`src/rtl/addr_err_pkg.sv`:
```
// Package: shared types and constants for the address error sequencer.
// Assumes 16-bit stack words and 8-bit status registers.
package addr_err_pkg;
    localparam int WORD_W = 16;
    localparam int STAT_W = 8;

    typedef enum logic {
        MST_CPU = 1'b0,
        MST_DMA = 1'b1
    } master_e;

    typedef enum logic [2:0] {
        ST_IDLE  = 3'd0,
        ST_PUSH  = 3'd1,
        ST_VEC   = 3'd2,
        ST_WAITV = 3'd3,
        ST_LOAD  = 3'd4
    } seq_state_e;
endpackage

```
`src/rtl/addr_err_check.sv`:
```
// Module: addr_err_check
// Purely combinational rule table that decides if one access is an address error.
// Assumes the region decode inputs are already valid in the access cycle.
module addr_err_check
    import addr_err_pkg::*;
(
    input  logic    master,
    input  logic    is_word,
    input  logic    addr_lsb,
    input  logic    single_chip,
    input  logic    in_ext,
    input  logic    in_prohib,
    output logic    err
);
    logic cpu_err;
    logic dma_err;

    // Rules per master; the prohibited region faults for everyone.
    always_comb begin
        cpu_err = (is_word && addr_lsb) || (in_ext && single_chip);
        dma_err = !in_ext;
        err     = in_prohib || ((master == MST_CPU) ? cpu_err : dma_err);
    end
endmodule

```
`src/rtl/addr_err_gate.sv`:
```
// Module: addr_err_gate
// Holds the pending flag and tracks completion of the faulting bus cycle and
// instruction. Errors are accepted only while the entry sequence is idle.
// Assumes 'done' pulses once at the end of each entry sequence.
module addr_err_gate (
    input  logic clk,
    input  logic rst_n,
    input  logic acc_valid,
    input  logic err,
    input  logic busy,
    input  logic cycle_done,
    input  logic insn_done,
    input  logic done,
    output logic pending,
    output logic start
);
    logic bus_ok;
    logic ins_ok;

    // Capture a new fault and accumulate the two completion conditions.
    always_ff @(posedge clk) begin
        if (!rst_n) begin
            pending <= 1'b0;
            bus_ok  <= 1'b0;
            ins_ok  <= 1'b0;
        end else if (done) begin
            pending <= 1'b0;
            bus_ok  <= 1'b0;
            ins_ok  <= 1'b0;
        end else if (!busy) begin
            if (acc_valid && err && !pending) begin
                pending <= 1'b1;
                bus_ok  <= cycle_done;
                ins_ok  <= insn_done;
            end else if (pending) begin
                bus_ok  <= bus_ok | cycle_done;
                ins_ok  <= ins_ok | insn_done;
            end
        end
    end

    // Entry may begin once both completions have been recorded.
    always_comb start = pending && bus_ok && ins_ok && !busy;


    pend_clear_chk: assert property (@(posedge clk) disable iff (!rst_n)
        done |=> !pending);


    no_new_pend_chk: assert property (@(posedge clk) disable iff (!rst_n)
        (!pending && (busy || !(acc_valid && err))) |=> !pending);
endmodule

```
`src/rtl/addr_err_entry.sv`:
```
// Module: addr_err_entry
// Exception entry state machine: pushes PC, CCR, EXR as 16-bit words with
// pre-decrement, fetches the handler vector and presents the new context.
// Assumes the stack write port accepts one write per cycle and PC_W is a
// multiple of 16.
module addr_err_entry
    import addr_err_pkg::*;
#(
    parameter int             AW        = 32,
    parameter int             PC_W      = 32,
    parameter logic [AW-1:0]  VEC_ADDR  = 'h24,
    parameter int             MASK_BIT  = 7,
    parameter int             TRACE_BIT = 7
) (
    input  logic              clk,
    input  logic              rst_n,
    input  logic              start,
    input  logic [PC_W-1:0]   cpu_pc,
    input  logic [STAT_W-1:0] cpu_ccr,
    input  logic [STAT_W-1:0] cpu_exr,
    input  logic [AW-1:0]     cpu_sp,
    input  logic              vec_valid,
    input  logic [PC_W-1:0]   vec_data,
    output logic              busy,
    output logic              stk_we,
    output logic [AW-1:0]     stk_addr,
    output logic [WORD_W-1:0] stk_wdata,
    output logic              vector_fetch,
    output logic [AW-1:0]     vector_addr,
    output logic              pc_load,
    output logic [PC_W-1:0]   pc_out,
    output logic [STAT_W-1:0] ccr_out,
    output logic [STAT_W-1:0] exr_out,
    output logic [AW-1:0]     sp_out
);
    localparam int PC_WORDS   = PC_W / WORD_W;
    localparam int PUSH_WORDS = PC_WORDS + 2;
    localparam int IDX_W      = $clog2(PUSH_WORDS);
    localparam logic [IDX_W-1:0] LAST_IDX = IDX_W'(PUSH_WORDS - 1);
    localparam logic [AW-1:0] STEP = AW'(WORD_W / 8);

    seq_state_e        state;
    logic [IDX_W-1:0]  idx;
    logic [PC_W-1:0]   pc_r;
    logic [STAT_W-1:0] ccr_r;
    logic [STAT_W-1:0] exr_r;
    logic [AW-1:0]     sp_r;
    logic [PC_W-1:0]   vec_r;
    logic [WORD_W-1:0] words [PUSH_WORDS];

    // Slice the saved PC into stack words, most significant first.
    for (genvar g = 0; g < PC_WORDS; g++) begin : g_pc_word
        assign words[g] = pc_r[PC_W-1-g*WORD_W -: WORD_W];
    end
    assign words[PC_WORDS]     = {{(WORD_W-STAT_W){1'b0}}, ccr_r};
    assign words[PC_WORDS + 1] = {{(WORD_W-STAT_W){1'b0}}, exr_r};

    // Sequence control, context capture and stack pointer walk.
    always_ff @(posedge clk) begin
        if (!rst_n) begin
            state <= ST_IDLE;
            idx   <= '0;
            pc_r  <= '0;
            ccr_r <= '0;
            exr_r <= '0;
            sp_r  <= '0;
            vec_r <= '0;
        end else begin
            case (state)
                ST_IDLE: if (start) begin
                    pc_r  <= cpu_pc;
                    ccr_r <= cpu_ccr;
                    exr_r <= cpu_exr;
                    sp_r  <= cpu_sp - STEP;
                    idx   <= '0;
                    state <= ST_PUSH;
                end
                ST_PUSH: begin
                    if (idx == LAST_IDX) begin
                        state <= ST_VEC;
                    end else begin
                        idx  <= idx + 1'b1;
                        sp_r <= sp_r - STEP;
                    end
                end
                ST_VEC, ST_WAITV: begin
                    if (vec_valid) begin
                        vec_r <= vec_data;
                        state <= ST_LOAD;
                    end else begin
                        state <= ST_WAITV;
                    end
                end
                ST_LOAD: state <= ST_IDLE;
                default: state <= ST_IDLE;
            endcase
        end
    end

    // Output decode from the current state and captured context.
    always_comb begin
        busy         = (state != ST_IDLE);
        stk_we       = (state == ST_PUSH);
        stk_addr     = sp_r;
        stk_wdata    = words[idx];
        vector_fetch = (state == ST_VEC);
        vector_addr  = VEC_ADDR;
        pc_load      = (state == ST_LOAD);
        pc_out       = vec_r;
        ccr_out      = ccr_r | STAT_W'(1 << MASK_BIT);
        exr_out      = exr_r & ~STAT_W'(1 << TRACE_BIT);
        sp_out       = sp_r;
    end


    stk_step_chk: assert property (@(posedge clk) disable iff (!rst_n)
        (stk_we && $past(stk_we)) |-> (stk_addr == $past(stk_addr) - STEP));


    fetch_pulse_chk: assert property (@(posedge clk) disable iff (!rst_n)
        vector_fetch |=> !vector_fetch);


    fetch_after_push_chk: assert property (@(posedge clk) disable iff (!rst_n)
        $rose(vector_fetch) |-> $past(stk_we));


    load_exit_chk: assert property (@(posedge clk) disable iff (!rst_n)
        pc_load |=> !busy);
endmodule

```
`src/rtl/addr_err_seq.sv`:
```
// Module: addr_err_seq (top)
// Classifies bus accesses, latches address errors, and runs the CPU exception
// entry once the faulting bus cycle and instruction are complete. Errors seen
// during entry are dropped. Assumes one access sample per cycle.
module addr_err_seq
    import addr_err_pkg::*;
#(
    parameter int             AW        = 32,
    parameter int             PC_W      = 32,
    parameter logic [AW-1:0]  VEC_ADDR  = 'h24,
    parameter int             MASK_BIT  = 7,
    parameter int             TRACE_BIT = 7
) (
    input  logic              clk,
    input  logic              rst_n,
    input  logic              acc_valid,
    input  logic              acc_master,
    input  logic              acc_word,
    input  logic              acc_addr_lsb,
    input  logic              single_chip,
    input  logic              acc_ext,
    input  logic              acc_prohib,
    input  logic              cycle_done,
    input  logic              insn_done,
    input  logic [PC_W-1:0]   cpu_pc,
    input  logic [7:0]        cpu_ccr,
    input  logic [7:0]        cpu_exr,
    input  logic [AW-1:0]     cpu_sp,
    input  logic              vec_valid,
    input  logic [PC_W-1:0]   vec_data,
    output logic              error_pending,
    output logic              busy,
    output logic              int_mask,
    output logic              stk_we,
    output logic [AW-1:0]     stk_addr,
    output logic [15:0]       stk_wdata,
    output logic              vector_fetch,
    output logic [AW-1:0]     vector_addr,
    output logic              pc_load,
    output logic [PC_W-1:0]   pc_out,
    output logic [7:0]        ccr_out,
    output logic [7:0]        exr_out,
    output logic [AW-1:0]     sp_out
);
    logic err;
    logic start;

    addr_err_check u_check (
        .master      (acc_master),
        .is_word     (acc_word),
        .addr_lsb    (acc_addr_lsb),
        .single_chip (single_chip),
        .in_ext      (acc_ext),
        .in_prohib   (acc_prohib),
        .err         (err)
    );

    addr_err_gate u_gate (
        .clk        (clk),
        .rst_n      (rst_n),
        .acc_valid  (acc_valid),
        .err        (err),
        .busy       (busy),
        .cycle_done (cycle_done),
        .insn_done  (insn_done),
        .done       (pc_load),
        .pending    (error_pending),
        .start      (start)
    );

    addr_err_entry #(
        .AW        (AW),
        .PC_W      (PC_W),
        .VEC_ADDR  (VEC_ADDR),
        .MASK_BIT  (MASK_BIT),
        .TRACE_BIT (TRACE_BIT)
    ) u_entry (
        .clk          (clk),
        .rst_n        (rst_n),
        .start        (start),
        .cpu_pc       (cpu_pc),
        .cpu_ccr      (cpu_ccr),
        .cpu_exr      (cpu_exr),
        .cpu_sp       (cpu_sp),
        .vec_valid    (vec_valid),
        .vec_data     (vec_data),
        .busy         (busy),
        .stk_we       (stk_we),
        .stk_addr     (stk_addr),
        .stk_wdata    (stk_wdata),
        .vector_fetch (vector_fetch),
        .vector_addr  (vector_addr),
        .pc_load      (pc_load),
        .pc_out       (pc_out),
        .ccr_out      (ccr_out),
        .exr_out      (exr_out),
        .sp_out       (sp_out)
    );

    // Interrupt mask is forced for the whole entry sequence.
    always_comb int_mask = busy;


    start_needs_pend_chk: assert property (@(posedge clk) disable iff (!rst_n)
        $rose(busy) |-> $past(error_pending));
endmodule

```
`config.mk`:
```
export PLATFORM = sky130hd
export DESIGN_NAME = addr_err_seq
export DESIGN_NICKNAME = d
export VERILOG_FILES = /design/src/rtl/addr_err_pkg.sv /design/src/rtl/addr_err_check.sv /design/src/rtl/addr_err_gate.sv /design/src/rtl/addr_err_entry.sv /design/src/rtl/addr_err_seq.sv
export SDC_FILE = /design/constraint.sdc
export NUM_CORES = 1
export LEC_CHECK = 0
export ABC_AREA = 1
export ABC_CLOCK_PERIOD_IN_PS = 4350
export BUFFER_PORTS_ARGS = -buffer_cell sky130_fd_sc_hd__clkbuf_2
export CAP_MARGIN = 20
export CORE_MARGIN = 1.5
export CORE_UTILIZATION = 30
export CTS_BUF_LIST = sky130_fd_sc_hd__clkbuf_8 sky130_fd_sc_hd__clkbuf_16
export CTS_CLUSTER_DIAMETER = 120
export DETAILED_ROUTE_END_ITERATION = 10
export SYNTH_ARGS = -nofsm -noshare
export SYNTH_HDL_FRONTEND = slang
export SYNTH_HIERARCHICAL = 1
export SYNTH_SLANG_ARGS = --single-unit
export TNS_END_PERCENT = 30
```
`constraint.sdc`:
```
create_clock -name clk -period 4.35 [get_ports clk]
set_clock_uncertainty 0.05 [all_clocks]
set_input_delay 1.305 -clock clk [delete_from_list [all_inputs] [get_ports clk]]
set_output_delay 1.305 -clock clk [all_outputs]
set_load 0.03 [all_outputs]
```
==> impl_metrics.ini <==
[pwr]
internal_power_mw = 2.71
power.switching_fraction = 0.397
switching_power_mw = 1.79
total_leakage_power_nw = 4.48
power_density_nw_per_um2 = 519
overall_power_mw = 4.50
clockPowerShare = 0.354
comb_power_share = 0.354
pwr-share-seq = 0.292
max-vdd-ir-drop_mv = 0.237

[logic_synthesis]
synth_sequential_area_ratio = 0.343
postSynth.topFlopCell = sky130_fd_sc_hd__dfxtp_1
synthesis.instances = 1063
synth.ff_latch_count = 120
average_cell_area_after_synthesis_um2 = 6.59
count_of_distinct_cell_types_in_the_synthesized_netlist = 34
synthArstFlopShare = 0
synth.area.top_cells = sky130_fd_sc_hd__dfxtp_1, sky130_fd_sc_hd__o21ai_0, sky130_fd_sc_hd__buf_4, sky130_fd_sc_hd__nand2_1, sky130_fd_sc_hd__inv_1
synth_edf_count = 0
netlist.top_cell.by_area = sky130_fd_sc_hd__dfxtp_1
synth_area_um2 = 7000
synth_top_area_frac = 0.343
synthesis.yosys.warnings = 6

[worst_setup_path]
crit_type = flip-flop to output pin
critPathSlowestCell = sky130_fd_sc_hd__dfxtp_1
gate_family_responsible_for_the_most_delay_along_the_worst_path = flip-flops
timing.critical_path.arrival_ps = 2160
critPathLaunchType = flip-flop
delay_of_the_slowest_cell_on_the_worst_path_ps = 740
worstPathRequired_ps = 2990
end_kind = output pin
critical_path.cell_chain = inv_1, o21ai_0, o22ai_1, clkbuf_2
critPathBufInv = 2
worst-path-max-fanout = 19

[grt]
busiest_layer = met2
use_met3 = 0.0444
vias_in_the_first_global_route = 6315
global_route.overflow_total = 0
grt.met1_usage = 0.202
grt_first_pass_wirelength_um = 32200
grt_max_degree = 70
grt.met2_usage = 0.294
grtUsageTotal = 0.167
antenna_violations_before_repair = 0

[clock_network]
maximum_buffer_depth_of_the_clock_tree = 2
worstSkewPairLatency_ps = 410
cts_tree = yes
cts-resized-gates = 0
tritoncts_sinks = 120
h_tree_depth = 4
numCtsBuffers = 17
cts.clk_slew.worst_paths_ps = 60
postCtsHoldBufs = 0
clock_tree.root_cell = sky130_fd_sc_hd__clkbuf_16
postCtsSetupBuffers = 0

[finish]
most_frequent_standard_cell_in_the_layout_excluding_fill_and_tap_cells = sky130_fd_sc_hd__clkbuf_2
area.growth.synth_to_final_pct = 24.0
finish.net_count = 1371
antenna_cells = 0
layout_common_cells = sky130_fd_sc_hd__clkbuf_2, sky130_fd_sc_hd__nand2_1, sky130_fd_sc_hd__inv_1, sky130_fd_sc_hd__nor2_1, sky130_fd_sc_hd__o21ai_0
drive_gt1_frac = 0.277

[die]
floorplan.die_area_um2 = 24300
rows = 55
core-area_um2 = 22800
initial_utilization = 0.307
ios = 290
die_x_um = 156
die_y_um = 156

[sta]
worstMarginPinSlew_ps = 862
highest_clock_rate_mhz = 285
finalSetupTns_ps = 0
hold_viol = 0
grt_setup_unrepaired = no
slew_headroom = 0.425
finalCriticalPeriod_ps = 3510
timing.final.setup_violations = 0
period_share = 0.808
fin_max_slew_vios = 0

[place]
place_hpwl_um = 15100
io_buffer_count = 255
finalWeightedCongestion = 0.853

[route]
viasPerCell = 4.44
route.final.wire_length_um = 20600
routedWlPerCell_um = 13.1
detail-route-antenna-nets = 0
total_number_of_vias = 6982
route.detailed.drc = 0
drt_first_pass_iters = 7
first_iter_violations = 381

[run_status]
status = finished clean

[flow_run]
maxCapViolations = 0

[min_path]
worstHoldPathType = flip-flop to flip-flop
-- flip-flops by register name, indices dropped and copies added (netlist names) --
register,flops
u_entry/pc_out,32
u_entry/pc_r,32
u_entry/sp_out,32
u_entry/ccr_r,8
u_entry/exr_r,8
u_entry/state,3
u_entry/idx,2
u_gate/bus_ok,1
u_gate/ins_ok,1
u_gate/pending,1
-- stage by stage --
step           utilization  hold slack, ps  setup WS (ps)  area, um2  instances
3_5_place_dp         0.351             388           1290       8000       1538
3_3_place_gp         0.351             381           1340       8000       1538
4_1_cts              0.380             396            826       8660       1570
5_1_grt              0.381             411            680       8680       1571
2_1_floorplan            -             380           1560       7120       1095
6_report             0.381             393            837       8680       1571
-- worst register-to-register path, cell delays in order, from the launching register on --
cell,delay (ps)
sky130_fd_sc_hd__dfxtp_1,350
sky130_fd_sc_hd__nor2_4,240
sky130_fd_sc_hd__nand2_1,200
sky130_fd_sc_hd__nor2_1,150
sky130_fd_sc_hd__inv_1,70
sky130_fd_sc_hd__nor2_2,100
sky130_fd_sc_hd__buf_4,370
sky130_fd_sc_hd__nor2_4,150
sky130_fd_sc_hd__inv_2,660
sky130_fd_sc_hd__nand2_1,180
sky130_fd_sc_hd__o221ai_1,190
sky130_fd_sc_hd__inv_1,50
-- worst paths after layout --
kind | cells after the start | slack (ps) | to | startpoint
max | 4 | 840 | stk_wdata[0] | u_entry/idx[0]$_SDFFE_PN0P_
min reg2reg | 2 | 390 | u_entry/pc_out[9]$_SDFFE_PN0P_ | u_entry/pc_out[9]$_SDFFE_PN0P_
min | 2 | 390 | u_entry/pc_out[9]$_SDFFE_PN0P_ | u_entry/pc_out[9]$_SDFFE_PN0P_
max reg2reg | 11 | 1500 | u_entry/sp_out[3]$_SDFFE_PN0P_ | u_entry/state[1]$_SDFFE_PN0P_
-- per-layer routing --
metal | wire length, um | vias up
met5 | 0 | -
met4 | 212 | 0
met3 | 1400 | 16
met2 | 10100 | 254
met1 | 8840 | 3117
li1 | - | 3595
-- synth_stat cells, types with 13 or more instances --
master / n
sky130_fd_sc_hd__a21oi_1: 65
sky130_fd_sc_hd__buf_4: 86
sky130_fd_sc_hd__clkbuf_1: 36
sky130_fd_sc_hd__dfxtp_1: 120
sky130_fd_sc_hd__inv_1: 141
sky130_fd_sc_hd__nand2_1: 169
sky130_fd_sc_hd__nand2_2: 18
sky130_fd_sc_hd__nand3_1: 50
sky130_fd_sc_hd__nand3b_1: 19
sky130_fd_sc_hd__nor2_1: 141
sky130_fd_sc_hd__nor2_2: 13
sky130_fd_sc_hd__o21ai_0: 138
-- final cells by class --
class	instances	area (um2)
Clock buffer	20	467
Sequential cell	120	2400
Inverter	143	537
Multi-Input combinational cell	698	3330
Timing Repair Buffer	265	1360
Tap cell	313	392
Clock inverter	12	196
Fill cell	2453	14100
-- power groups by stage --
stage          registers (mW)  logic [mW]  clock network (mW)
2_1_floorplan            1.46        1.18                   0
3_5_place_dp             1.34        1.59                   0
6_report                 1.32        1.59                1.59
5_1_grt                  1.33        1.75                1.68
3_3_place_gp             1.34        1.59                   0
4_1_cts                  1.32        1.60                1.63
-- kinds of logic after synthesis --
kind of cell / count (synthesis) / share of synthesized area
AOI/OAI and AO/OA: 228 / 0.170
xor gates and xnor gates: 4 / 0.00500
adders and majority gates: 2 / 0.00357
buffers and inverters: 277 / 0.200
DFF: 120 / 0.343
other: 2 / 0.00107
and+or+nand+nor: 430 / 0.277
(Power assumes the default switching activity.)
